<file path="src/rtl/spi_wd_pkg.sv">
package spi_wd_pkg;
  typedef enum logic [1:0] {
    ST_IDLE  = 2'd0,
    ST_SHIFT = 2'd1,
    ST_GAP   = 2'd2
  } spi_st_e;
endpackage

</file>
<file path="src/rtl/spi_wd_baud.sv">
module spi_wd_baud #(
  parameter int PRE_W = 8
) (
  input  logic             clk_i,
  input  logic             rst_ni,
  input  logic             run_i,
  input  logic [PRE_W-1:0] pre_i,
  output logic             tick_o
);
  logic [PRE_W-1:0] cnt_q;

  assign tick_o = run_i && (cnt_q == pre_i);

  always_ff @(posedge clk_i or negedge rst_ni) begin
    if (!rst_ni)               cnt_q <= '0;
    else if (!run_i || tick_o) cnt_q <= '0;
    else                       cnt_q <= cnt_q + 1'b1;
  end

  assert_half_bound_R3: assert property (@(posedge clk_i) disable iff (!rst_ni)
    run_i |-> (cnt_q <= pre_i));
endmodule

</file>
<file path="src/rtl/spi_wd_shreg.sv">
module spi_wd_shreg #(
  parameter int DATA_W = 16,
  parameter int LEN_W  = 5
) (
  input  logic              clk_i,
  input  logic              rst_ni,
  input  logic              load_i,
  input  logic [DATA_W-1:0] load_data_i,
  input  logic [LEN_W-1:0]  len_i,
  input  logic              shift_i,
  input  logic              cap_i,
  input  logic              sdi_i,
  output logic              sdo_o,
  output logic [DATA_W-1:0] rx_o
);
  localparam int IDX_W = $clog2(DATA_W);

  logic [DATA_W-1:0] tx_q, rx_q;
  logic [IDX_W-1:0]  msb_idx;

  assign msb_idx = IDX_W'(len_i - LEN_W'(1));
  assign sdo_o   = tx_q[msb_idx];
  assign rx_o    = rx_q;

  always_ff @(posedge clk_i or negedge rst_ni) begin
    if (!rst_ni) begin
      tx_q <= '0;
      rx_q <= '0;
    end else if (load_i) begin
      tx_q <= load_data_i;
      rx_q <= '0;
    end else begin
      if (shift_i) tx_q <= {tx_q[DATA_W-2:0], 1'b0};
      if (cap_i)   rx_q <= {rx_q[DATA_W-2:0], sdi_i};
    end
  end

  assert_mosi_hold_R10: assert property (@(posedge clk_i) disable iff (!rst_ni)
    (!load_i && !shift_i) |=> $stable(sdo_o));
endmodule

</file>
<file path="src/rtl/spi_wd_gap.sv">
module spi_wd_gap #(
  parameter int DLY_W = 6
) (
  input  logic             clk_i,
  input  logic             rst_ni,
  input  logic             run_i,
  input  logic [DLY_W-1:0] dly_i,
  output logic             expire_o
);
  logic [DLY_W:0] cnt_q;
  logic [DLY_W:0] last_c;

  // gap spans dly+2 cycles: count 0..dly+1
  assign last_c   = {1'b0, dly_i} + 1'b1;
  assign expire_o = run_i && (cnt_q == last_c);

  always_ff @(posedge clk_i or negedge rst_ni) begin
    if (!rst_ni)                 cnt_q <= '0;
    else if (!run_i || expire_o) cnt_q <= '0;
    else                         cnt_q <= cnt_q + 1'b1;
  end

  assert_gap_bound_R10: assert property (@(posedge clk_i) disable iff (!rst_ni)
    run_i |-> (cnt_q <= last_c));
endmodule

</file>
<file path="src/rtl/spi_wd_master.sv">
module spi_wd_master
  import spi_wd_pkg::*;
#(
  parameter  int DATA_W = 16,
  parameter  int CS_N   = 4,
  parameter  int PRE_W  = 8,
  parameter  int DLY_W  = 6,
  localparam int LEN_W  = $clog2(DATA_W + 1)
) (
  input  logic              clk_i,
  input  logic              rst_ni,
  input  logic [LEN_W-1:0]  cfg_len_i,
  input  logic              cfg_phase_i,
  input  logic              cfg_pol_i,
  input  logic [PRE_W-1:0]  cfg_pre_i,
  input  logic [DLY_W-1:0]  cfg_dly_i,
  input  logic              loop_en_i,
  input  logic              wr_valid_i,
  output logic              wr_ready_o,
  input  logic [CS_N-1:0]   wr_cs_i,
  input  logic              wr_hold_i,
  input  logic              wr_dly_en_i,
  input  logic [DATA_W-1:0] wr_data_i,
  output logic [DATA_W-1:0] rd_data_o,
  output logic              rd_done_o,
  output logic              sclk_o,
  output logic              mosi_o,
  input  logic              miso_i,
  output logic [CS_N-1:0]   cs_no
);
  localparam int HIDX_W = LEN_W + 1;

  spi_st_e            state_q;
  logic [LEN_W-1:0]   len_q, len_c;
  logic [PRE_W-1:0]   pre_q;
  logic [DLY_W-1:0]   dly_q;
  logic               phase_q, pol_q, hold_q, dlyen_q;
  logic [CS_N-1:0]    cs_q;
  logic [HIDX_W-1:0]  hidx_q, last_h;
  logic               accept, tick, last, cap, shift, finish, gap_done, sdi;
  logic [DATA_W-1:0]  rx_w;

  always_comb begin
    len_c = cfg_len_i;
    if (cfg_len_i < LEN_W'(2))           len_c = LEN_W'(2);
    else if (cfg_len_i > LEN_W'(DATA_W)) len_c = LEN_W'(DATA_W);
  end

  assign wr_ready_o = (state_q == ST_IDLE);
  assign accept     = wr_valid_i && wr_ready_o;
  assign last_h     = {len_q, 1'b0} - 1'b1;
  assign last       = (hidx_q == last_h);
  // even half ends: sample; odd half ends: next bit
  assign cap        = tick && !last && !hidx_q[0];
  assign shift      = tick && !last &&  hidx_q[0];
  assign finish     = tick && last;
  assign sdi        = loop_en_i ? mosi_o : miso_i;
  assign cs_no      = cs_q;

  always_comb begin
    unique case (state_q)
      ST_SHIFT: sclk_o = pol_q ^ hidx_q[0] ^ ~phase_q;
      ST_GAP:   sclk_o = pol_q;
      default:  sclk_o = cfg_pol_i;
    endcase
  end

  spi_wd_baud #(.PRE_W(PRE_W)) u_baud (
    .clk_i, .rst_ni,
    .run_i  (state_q == ST_SHIFT),
    .pre_i  (pre_q),
    .tick_o (tick)
  );

  spi_wd_shreg #(.DATA_W(DATA_W), .LEN_W(LEN_W)) u_shreg (
    .clk_i, .rst_ni,
    .load_i      (accept),
    .load_data_i (wr_data_i),
    .len_i       (len_q),
    .shift_i     (shift),
    .cap_i       (cap),
    .sdi_i       (sdi),
    .sdo_o       (mosi_o),
    .rx_o        (rx_w)
  );

  spi_wd_gap #(.DLY_W(DLY_W)) u_gap (
    .clk_i, .rst_ni,
    .run_i    (state_q == ST_GAP),
    .dly_i    (dly_q),
    .expire_o (gap_done)
  );

  always_ff @(posedge clk_i or negedge rst_ni) begin
    if (!rst_ni) begin
      state_q   <= ST_IDLE;
      len_q     <= LEN_W'(2);
      pre_q     <= '0;
      dly_q     <= '0;
      phase_q   <= 1'b0;
      pol_q     <= 1'b0;
      hold_q    <= 1'b0;
      dlyen_q   <= 1'b0;
      cs_q      <= '1;
      hidx_q    <= '0;
      rd_data_o <= '0;
      rd_done_o <= 1'b0;
    end else begin
      rd_done_o <= 1'b0;
      unique case (state_q)
        ST_IDLE: if (accept) begin
          state_q <= ST_SHIFT;
          len_q   <= len_c;
          pre_q   <= cfg_pre_i;
          dly_q   <= cfg_dly_i;
          phase_q <= cfg_phase_i;
          pol_q   <= cfg_pol_i;
          hold_q  <= wr_hold_i;
          dlyen_q <= wr_dly_en_i;
          cs_q    <= wr_cs_i;
          hidx_q  <= '0;
        end
        ST_SHIFT: if (finish) begin
          state_q   <= dlyen_q ? ST_GAP : ST_IDLE;
          rd_data_o <= rx_w;
          rd_done_o <= 1'b1;
          if (!hold_q) cs_q <= '1;
        end else if (tick) begin
          hidx_q <= hidx_q + 1'b1;
        end
        ST_GAP: if (gap_done) state_q <= ST_IDLE;
        default: state_q <= ST_IDLE;
      endcase
    end
  end

  assert_accept_R2: assert property (@(posedge clk_i) disable iff (!rst_ni)
    (state_q == ST_SHIFT && $past(state_q) == ST_IDLE) |-> $past(wr_valid_i));

  assert_done_pulse_R7: assert property (@(posedge clk_i) disable iff (!rst_ni)
    rd_done_o |=> !rd_done_o);

  assert_cs_release_R9: assert property (@(posedge clk_i) disable iff (!rst_ni)
    (rd_done_o && !hold_q) |-> (&cs_no));

  assert_gap_quiet_R10: assert property (@(posedge clk_i) disable iff (!rst_ni)
    (state_q == ST_GAP && $past(state_q) == ST_GAP) |-> ($stable(sclk_o) && $stable(mosi_o)));

  assert_gap_entry_R11: assert property (@(posedge clk_i) disable iff (!rst_ni)
    (state_q == ST_GAP && $past(state_q) == ST_SHIFT) |-> $past(dlyen_q));
endmodule

</file>
<file path="config.mk">
export PLATFORM = sky130hd
export DESIGN_NAME = spi_wd_master
export DESIGN_NICKNAME = d
export VERILOG_FILES = /design/src/rtl/spi_wd_pkg.sv /design/src/rtl/spi_wd_baud.sv /design/src/rtl/spi_wd_shreg.sv /design/src/rtl/spi_wd_gap.sv /design/src/rtl/spi_wd_master.sv
export SDC_FILE = /design/constraint.sdc
export NUM_CORES = 1
export LEC_CHECK = 0
export BUFFER_PORTS_ARGS = -buffer_cell sky130_fd_sc_hd__buf_4
export CAP_MARGIN = 5
export CORE_ASPECT_RATIO = 1.25
export CORE_UTILIZATION = 59
export CTS_BUF_LIST = sky130_fd_sc_hd__clkbuf_8
export CTS_CLUSTER_SIZE = 12
export DETAILED_ROUTE_END_ITERATION = 7
export HOLD_SLACK_MARGIN = 0.03
export PLACE_DENSITY = 0.82
export SYNTH_ARGS = -nofsm -noshare
export SYNTH_HDL_FRONTEND = slang
export SYNTH_SLANG_ARGS = --single-unit
</file>
<file path="constraint.sdc">
create_clock -name clk_i -period 2.72 [get_ports clk_i]
set_input_delay 0 -clock clk_i [delete_from_list [all_inputs] [get_ports clk_i]]
set_output_delay 0 -clock clk_i [all_outputs]
set_load 0.02 [all_outputs]
</file>
==> metrics.md, run 1 <==
| Metric | Value |
|---|---|
| Detailed Route Iter0 Violations | 137 |
| Fillers | 473 |
| Placed instance count | 610 |
| Die Ht | approximately 100 um |
| Post-CTS Setup Bufs | 0 |
| Initial antenna violation count | 0 |
| Final WS setup | 0.291 ns |
| HPWL Detailed | 6.60 mm |
| Worst path bufs/invs | 1 |
| Max frequency | slightly above 400 MHz |
| Critical-path top delay cell | dfstp_2 |
| MaxCap Viol Count | 0 |
| Placer Congestion | 0.774 |
| # port buffers | 71 |
| Worst hold path depth | 3 |
| Crit-path cells | inv_1 -> ha_1 -> xor2_1 -> and3_1 -> nand4_4 -> o211ai_4 -> or4_1 -> a21oi_1 |
| Post-synth EDFFs | 0 |
| Area leader, netlist | dfrtp_1 |
| Arrival @ worst endpoint | 2.74 ns |
| Yosys cell types | 53 |
| Met3 usage | 3.81% |
| Global-route wire length before repair | 16.5 mm |
| WL/cell | ~15 um |
| Sequential-to-total area share from yosys stat | 51.7% |
| Largest net degree at the start of global routing | 59 |
| Cell Area, Synth | 0.00481 mm2 |
| Slew @ Worst Pin | 0.728 ns |
| Vias in the first global route | 3638 |
| Most used DFF post-synth | dfrtp_1 |
| Post-CTS Resized | 0 |
| TritonCTS Sinks | 99 |
| Overall routing resource usage | 25.8% |
| # DRC | 0 |
| Met1 Use GR | 31.5% |
| Period utilization | 89.3% |
| Post-route setup TNS | 0 ns |
| Synth Warn # | 0 |
| DRT Wirelength | 10.3 mm |
| Die W | slightly above 80 um |
| Max rail drop VDD | 843 uV |
| Clk_lat worst skew | 0.37 ns |
| Total grt overflow | 0 |
| Core ar. | 0.00784 mm2 |
| Max-slew violations | 0 |
| Total power | 5.18 mW |
| Vias | 3702 |
| Area of the die | 0.00852 mm2 |
| Critical path fanouts, max | 10 |
| Drt pass-1 iters | 4 |
| Share of layout cells above drive strength 1 | 23.6% |
| Synthesized Nets | ~500 |
| Row cnt | 36 |
| Clock-pin slew on the worst setup and hold paths | about 0.11 ns |
| FFs w/ async S/R, synth | 100% |
| Req. time, crit path | between 3 and 4 ns |
| CTS tree | done |
| Post-Layout Cell Count | 672 |
| Power per cell area | ~840 mW/mm2 |
| Clk_skew | 0.00944 ns |
| Syn avg cell area | 10.6 um2 |
| Final Hold Fails | 0 |
| Yosys reg bits | 99 |
| Met2 Usage GRT | between 40% and 50% |
| RSZ-0062 raised after global routing | no |
| Top cell type's share of synthesized area | 48.9% |
| Nets | 628 |
| IO Pins | 72 |
| Post-route ant nets | 0 |
| Number of H-tree levels | 3 |
| GR peak layer | met2 |
| Dpl ws | 0.312 ns |
| Vias per std cell | 5.51 |
| Max clock buf depth | 2 |
| Worst reg-to-reg path cell count | 8 |
| CP top delay family | simple AND/OR/NAND/NOR gates |
| Slew margin rel. | 51.4% |
| Final setup vio count | 0 |
| Initial Util | just over 60% |
| CTS buffer count | 9 |
| Antenna Diode Count | 0 |
| Synthesized instance count | ~450 |
| Status | complete, no violations |
| Area grow syn2layout | 28.1% |
| Leakage | 2.93 nW |
| Startpoint types | register |
| CP Capture Type | register |
| Hold/Removal Path Class | in2reg |
| Root buf cell | clkbuf_8 |
| Main area contributors after synthesis | dfrtp_1 (49%), nand2_1 (6.8%), mux2i_1 (6.7%), mux2_2 (4.0%), nor2_1 (3.7%) |
| Kind of critical path | reg2reg |
| Minimum clock period | 2.43 ns |
| CP Depth | 8 |
| Crit path largest cell delay | 0.57 ns |
==> layout by cell type, fill, tap and decap left out, types with 11 or more instances in the layout <==
cell           synthesis  final
mux2i_1               32     32
inv_1                 11     11
o21ai_0               23     23
mux2_2                17     17
xnor2_1               20     20
xor2_1                13     13
dlygate4sd3_1          0     46
nand2_1               87     87
dfrtp_1               94     94
nor2_1                48     48
buf_4                  3     79
==> logic make-up after synthesis <==
kind of cell	count (synthesis)	synth area share [%]
buffers and inverters	31	3.38
xor gates and xnor gates	35	6.82
and+or+nand+nor	171	15.8
DFF	99	51.7
AOI/OAI and AO/OA	56	7.75
adders and majority gates	8	2.08
muxes	53	12.5
==> worst paths after layout <==
path | startpoint | endpoint | slack, ns
min in group asynchronous | rst_ni | pre_q[4] | 0.23
setup / recovery | len_q[1] | hidx_q[5] | 0.29
hold reg to reg | pre_q[2] | pre_q[2] | 0.51
setup reg to reg | len_q[1] | hidx_q[5] | 0.29
hold / removal | miso_i | u_shreg.rx_o[0] | 0.06
max in group asynchronous | rst_ni | cs_no[2] | 1.76
==> Yosys cell counts (all sizes together), types with 2 or more instances <==
cell type  instances
o31ai              2
o211ai             3
a21oi             10
nand3              9
ha                 8
and3               6
xor2              14
a31oi              5
mux2              17
nand2b             2
buf               10
dfrtp             94
mux2i             32
xnor2             20
nand4              4
nor3b              2
dfstp              5
mux4               4
nor2              49
a221oi             2
inv               11
o21ai             24
nand2             87
nand3b             3
or3                3
clkbuf            10
nor3               3
==> stage by stage <==
step / hold WS [ns] / util (%) / area, um2
2_1_floorplan: -0.296 / - / 4810
3_3_place_gp: 0.103 / 69.8 / 5470
3_5_place_dp: 0.107 / 69.8 / 5470
4_1_cts: 0.0382 / 78.6 / 6160
5_1_grt: 0.0855 / 78.6 / 6160
6_report: 0.0639 / 78.6 / 6160
==> layer usage <==
metal	part of all wire (%)	routed length (um)	vias up
li1	-	-	1770
met1	42	4290	1820
met2	53	5440	91
met3	2.9	295	21
met4	2.4	247	0
met5	0	0	-
==> layout make-up <==
cell class | count | area, um2 | area share [%]
clock buffers | 9 | 124 | 2.01
multi-input cells | 323 | 2180 | 35.3
inverters | 11 | 41.3 | 0.670
clock inverters | 7 | 103 | 1.67
repair buffers | 128 | 1110 | 18.1
flip-flops and latches | 99 | 2480 | 40.3
well taps | 95 | 119 | 1.93
==> registers in the layout (all words and copies together), names as in the netlist <==
signal / count
hidx_q: 6
u_shreg.tx_q: 16
dlyen_q: 1
cs_no: 4
hold_q: 1
dly_q: 6
u_gap.cnt_q: 7
rd_data_o: 16
phase_q: 1
len_q: 5
rd_done_o: 1
pre_q: 8
pol_q: 1
u_shreg.rx_o: 16
state_q: 2
u_baud.cnt_q: 8
==> timing repair <==
action,CTS,global route
hold buffers,46,0
endpoints found under the hold margin,100,0
endpoints found under the setup margin,0,0
==> tightest hold or removal path: stages <==
cell	delay, ns
buf_4	0.08
mux2i_1	0.10
a211oi_2	0.21
==> power breakdown <==
part | internal [mW] | leakage, nW | total (mW) | switching [mW]
clock network | 0.460 | 0.114 | 1.04 | 0.579
registers | 1.83 | 1.31 | 2.18 | 0.343
logic | 0.904 | 1.51 | 1.96 | 1.06
total | 3.20 | 2.93 | 5.18 | 1.98
Power figures use the tool's default switching activity.
==> run 2, diff against run 1 <==
--- a/config.mk
+++ b/config.mk
@@ -8,11 +8,13 @@
 export BUFFER_PORTS_ARGS = -buffer_cell sky130_fd_sc_hd__buf_4
 export CAP_MARGIN = 5
 export CORE_ASPECT_RATIO = 1.25
+export CORE_MARGIN = 4
 export CORE_UTILIZATION = 59
 export CTS_BUF_LIST = sky130_fd_sc_hd__clkbuf_8
 export CTS_CLUSTER_SIZE = 12
 export DETAILED_ROUTE_END_ITERATION = 7
 export HOLD_SLACK_MARGIN = 0.03
+export MAX_ROUTING_LAYER = met4
 export PLACE_DENSITY = 0.82
 export SYNTH_ARGS = -nofsm -noshare
 export SYNTH_HDL_FRONTEND = slang
==> metrics.md, run 2 (synthesized netlist as in run 1, its figures left out) <==
| Metric | Value |
|---|---|
| Status | complete, no violations |
| Kind of critical path | reg2reg |
| Critical path fanouts, max | 34 (+24) |
| Slew @ Worst Pin | 0.597 ns (-0.132 ns) |
| Area of the die | 0.00967 mm2 (+14%) |
| Overall routing resource usage | 25.0% (-0.81 points) |
| Most common cell after layout, fill and taps aside | dfrtp_1 |
| R2R Path End | len_q[0] |
| Clk network pwr share | 18.2% (-1.9 points) |
| WL/cell | 15.6 um (+2.3%) |
| Post-CTS Setup Bufs | 0 (unchanged) |
| Critical-path top delay cell | dlygate4sd3_1 |
| Slew margin rel. | 60.1% (+8.6 points) |
| Final Hold Fails | 0 (unchanged) |
| Max clock buf depth | 2 (unchanged) |
| Vias | 3705 (+0.081%) |
| TritonCTS Sinks | 99 (unchanged) |
| # port buffers | 71 (unchanged) |
| Hold Startpoint | miso_i |
| Post-CTS Resized | 0 (unchanged) |
| Minimum clock period | 2.52 ns (+0.0951 ns) |
| Max frequency | 396 MHz (-3.8%) |
| Share of layout cells above drive strength 1 | 23.6% (unchanged) |
| HPWL Detailed | 7.10 mm (+7.6%) |
| Initial antenna violation count | 0 (unchanged) |
| Fin area | 0.00613 mm2 (-0.55%) |
| Die W | 88.7 um (+7.3%) |
| Hold Path End | u_shreg.rx_o[0] |
| CTS tree | done |
| Row cnt | 36 (unchanged) |
| Max-slew violations | 0 (unchanged) |
| Final WS setup | 0.196 ns (-0.0951 ns) |
| Root buf cell | clkbuf_8 |
| Area grow syn2layout | 27.4% |
| CP top delay family | buffers and inverters |
| CP Capture Type | register |
| Most frequent cells in the layout | dfrtp_1 (94), nand2_1 (87), buf_4 (79), nor2_1 (48), dlygate4sd3_1 (46) |
| Gate power share | 38.8% (+0.9 points) |
| Drt pass-1 iters | 4 (unchanged) |
| MaxCap Viol Count | 0 (unchanged) |
| RSZ-0062 raised after global routing | no |
| Leakage | 2.92 nW (-0.48%) |
| Internal | 3.11 mW (-2.6%) |
| Nets | 628 (unchanged) |
| IO Pins | 72 (unchanged) |
| Placer Congestion | 0.893 (+15%) |
| Total power | 5.07 mW (-2.1%) |
| CTS buffer count | 9 (unchanged) |
| Period utilization | 92.8% (+3.5 points) |
| Core ar. | 0.00788 mm2 (+0.57%) |
| Largest net degree at the start of global routing | 59 (unchanged) |
| Initial Util | 61.0% (-0.35 points) |
| Crit-path cells | inv_1 -> ha_1 -> and2_2 -> buf_4 -> nand3b_1 -> o22ai_1 -> dlygate4sd3_1 |
| Clk_lat worst skew | 0.37 ns (about the same) |
| Die Ht | 109 um (+5.8%) |
| Startpoint types | register |
| Total grt overflow | 0 (unchanged) |
| Sw power | 1.96 mW (-1.1%) |
| Worst R2R Start | state_q[0] |
| Vias per std cell | 5.51 (about the same) |
| Crit path largest cell delay | 0.58 ns (about the same) |
| Dpl ws | 0.337 ns (+0.0247 ns) |
| Sw frac | 38.6% (+0.36 points) |
| Sequential Power Share | 43.0% (+1.0 points) |
| Worst path bufs/invs | 3 (+2) |
| Clock-pin slew on the worst setup and hold paths | 0.10 ns (about the same) |
| Req. time, crit path | 3.03 ns (about the same) |
| Post-route ant nets | 0 (unchanged) |
| DRT Wirelength | 10.5 mm (+2.3%) |
| Worst reg-to-reg path cell count | 7 (-1) |
| Max rail drop VDD | 706 uV (-16%) |
| Worst hold path depth | 3 (unchanged) |
| Placed Area | 0.00547 mm2 (unchanged) |
| Arrival @ worst endpoint | 2.83 ns (+0.09 ns) |
| Power per cell area | 828 mW/mm2 (-1.5%) |
| Antenna Diode Count | 0 (unchanged) |
| Clk_skew | 0.0103 ns (+0.000817 ns) |
| Final setup vio count | 0 (unchanged) |
| # DRC | 0 (unchanged) |
| Detailed Route Iter0 Violations | 204 (+49%) |
| Vias in the first global route | 3891 (+7.0%) |
| Global-route wire length before repair | 18.1 mm (+9.8%) |
| Number of H-tree levels | 3 (unchanged) |
| Hold/Removal Path Class | in2reg |
| Post-route setup TNS | 0 ns (unchanged) |
| R2R Setup Slk | 0.20 ns (-0.10 ns) |
==> run 2: changes by cell type in the layout (fill, tap and decap cells not counted) <==
cell / previous run / this run
bufinv_16: 1 / 0
clkbuf_8: 9 / 10
clkinv_4: 0 / 2
clkinv_8: 2 / 0
inv_6: 2 / 3
inv_8: 2 / 1
==> run 2: tightest hold or removal path, stage by stage <==
cell	delay, ns
buf_4	0.08
mux2i_1	0.09
a211oi_2	0.21
==> run 2: metal layers <==
metal | track usage (%) | up-vias | part of all wire [%]
li1 | - | 1777 | -
met1 | 30.8 | 1810 | 41
met2 | 41.6 | 96 | 53
met3 | 2.87 | 22 | 4.0
met4 | 10.5 | 0 | 2.2
met5 | - | - | 0
==> run 2: how the worst max path moves through the flow <==
stage               slack, ns            end       start  cells past startpoint
finish                   0.20       len_q[0]  state_q[0]                      7
global route             0.09       len_q[0]  state_q[1]                      7
CTS                      0.25       len_q[0]  state_q[0]                      7
detailed placement       0.34   rd_data_o[5]    len_q[1]                      8
global placement         0.39  rd_data_o[10]    len_q[1]                      8
floorplan                0.40  rd_data_o[10]    len_q[1]                      8
==> run 2: area by class of cell <==
cell class / count / area (um2)
clock inverters: 6 / 55.1
repair buffers: 128 / 1110
well taps: 95 / 119
clock buffers: 10 / 138
flip-flops and latches: 99 / 2480
inverters: 11 / 41.3
multi-input cells: 323 / 2180
fillers: 481 / 1760
==> run 2: what timing repair did <==
| action | CTS | global route |
|---|---|---|
| hold buffers | 46 | 0 |
| setup endpoints to repair | 0 | 0 |
| endpoints found under the hold margin | 85 | 0 |
==> run 2: stage by stage <==
stage | instances | util [%] | hold slack [ns]
after floorplan | 453 | - | -0.296
after CTS | 672 | 77.7 | 0.0427
after detailed placement | 610 | 69.4 | 0.0305
after global placement | 610 | 69.4 | 0.0302
final | 672 | 77.7 | 0.0556
after global routing | 672 | 77.7 | 0.0774
==> run 2: power groups by stage <==
| stage | clock network [mW] | logic [mW] | registers (mW) |
|---|---|---|---|
| floorplan | 0 | 1.38 | 2.13 |
| global placement | 0 | 1.81 | 2.18 |
| detailed placement | 0 | 1.88 | 2.20 |
| CTS | 0.948 | 1.97 | 2.17 |
| global route | 1.00 | 2.20 | 2.22 |
| finish | 0.924 | 1.97 | 2.18 |
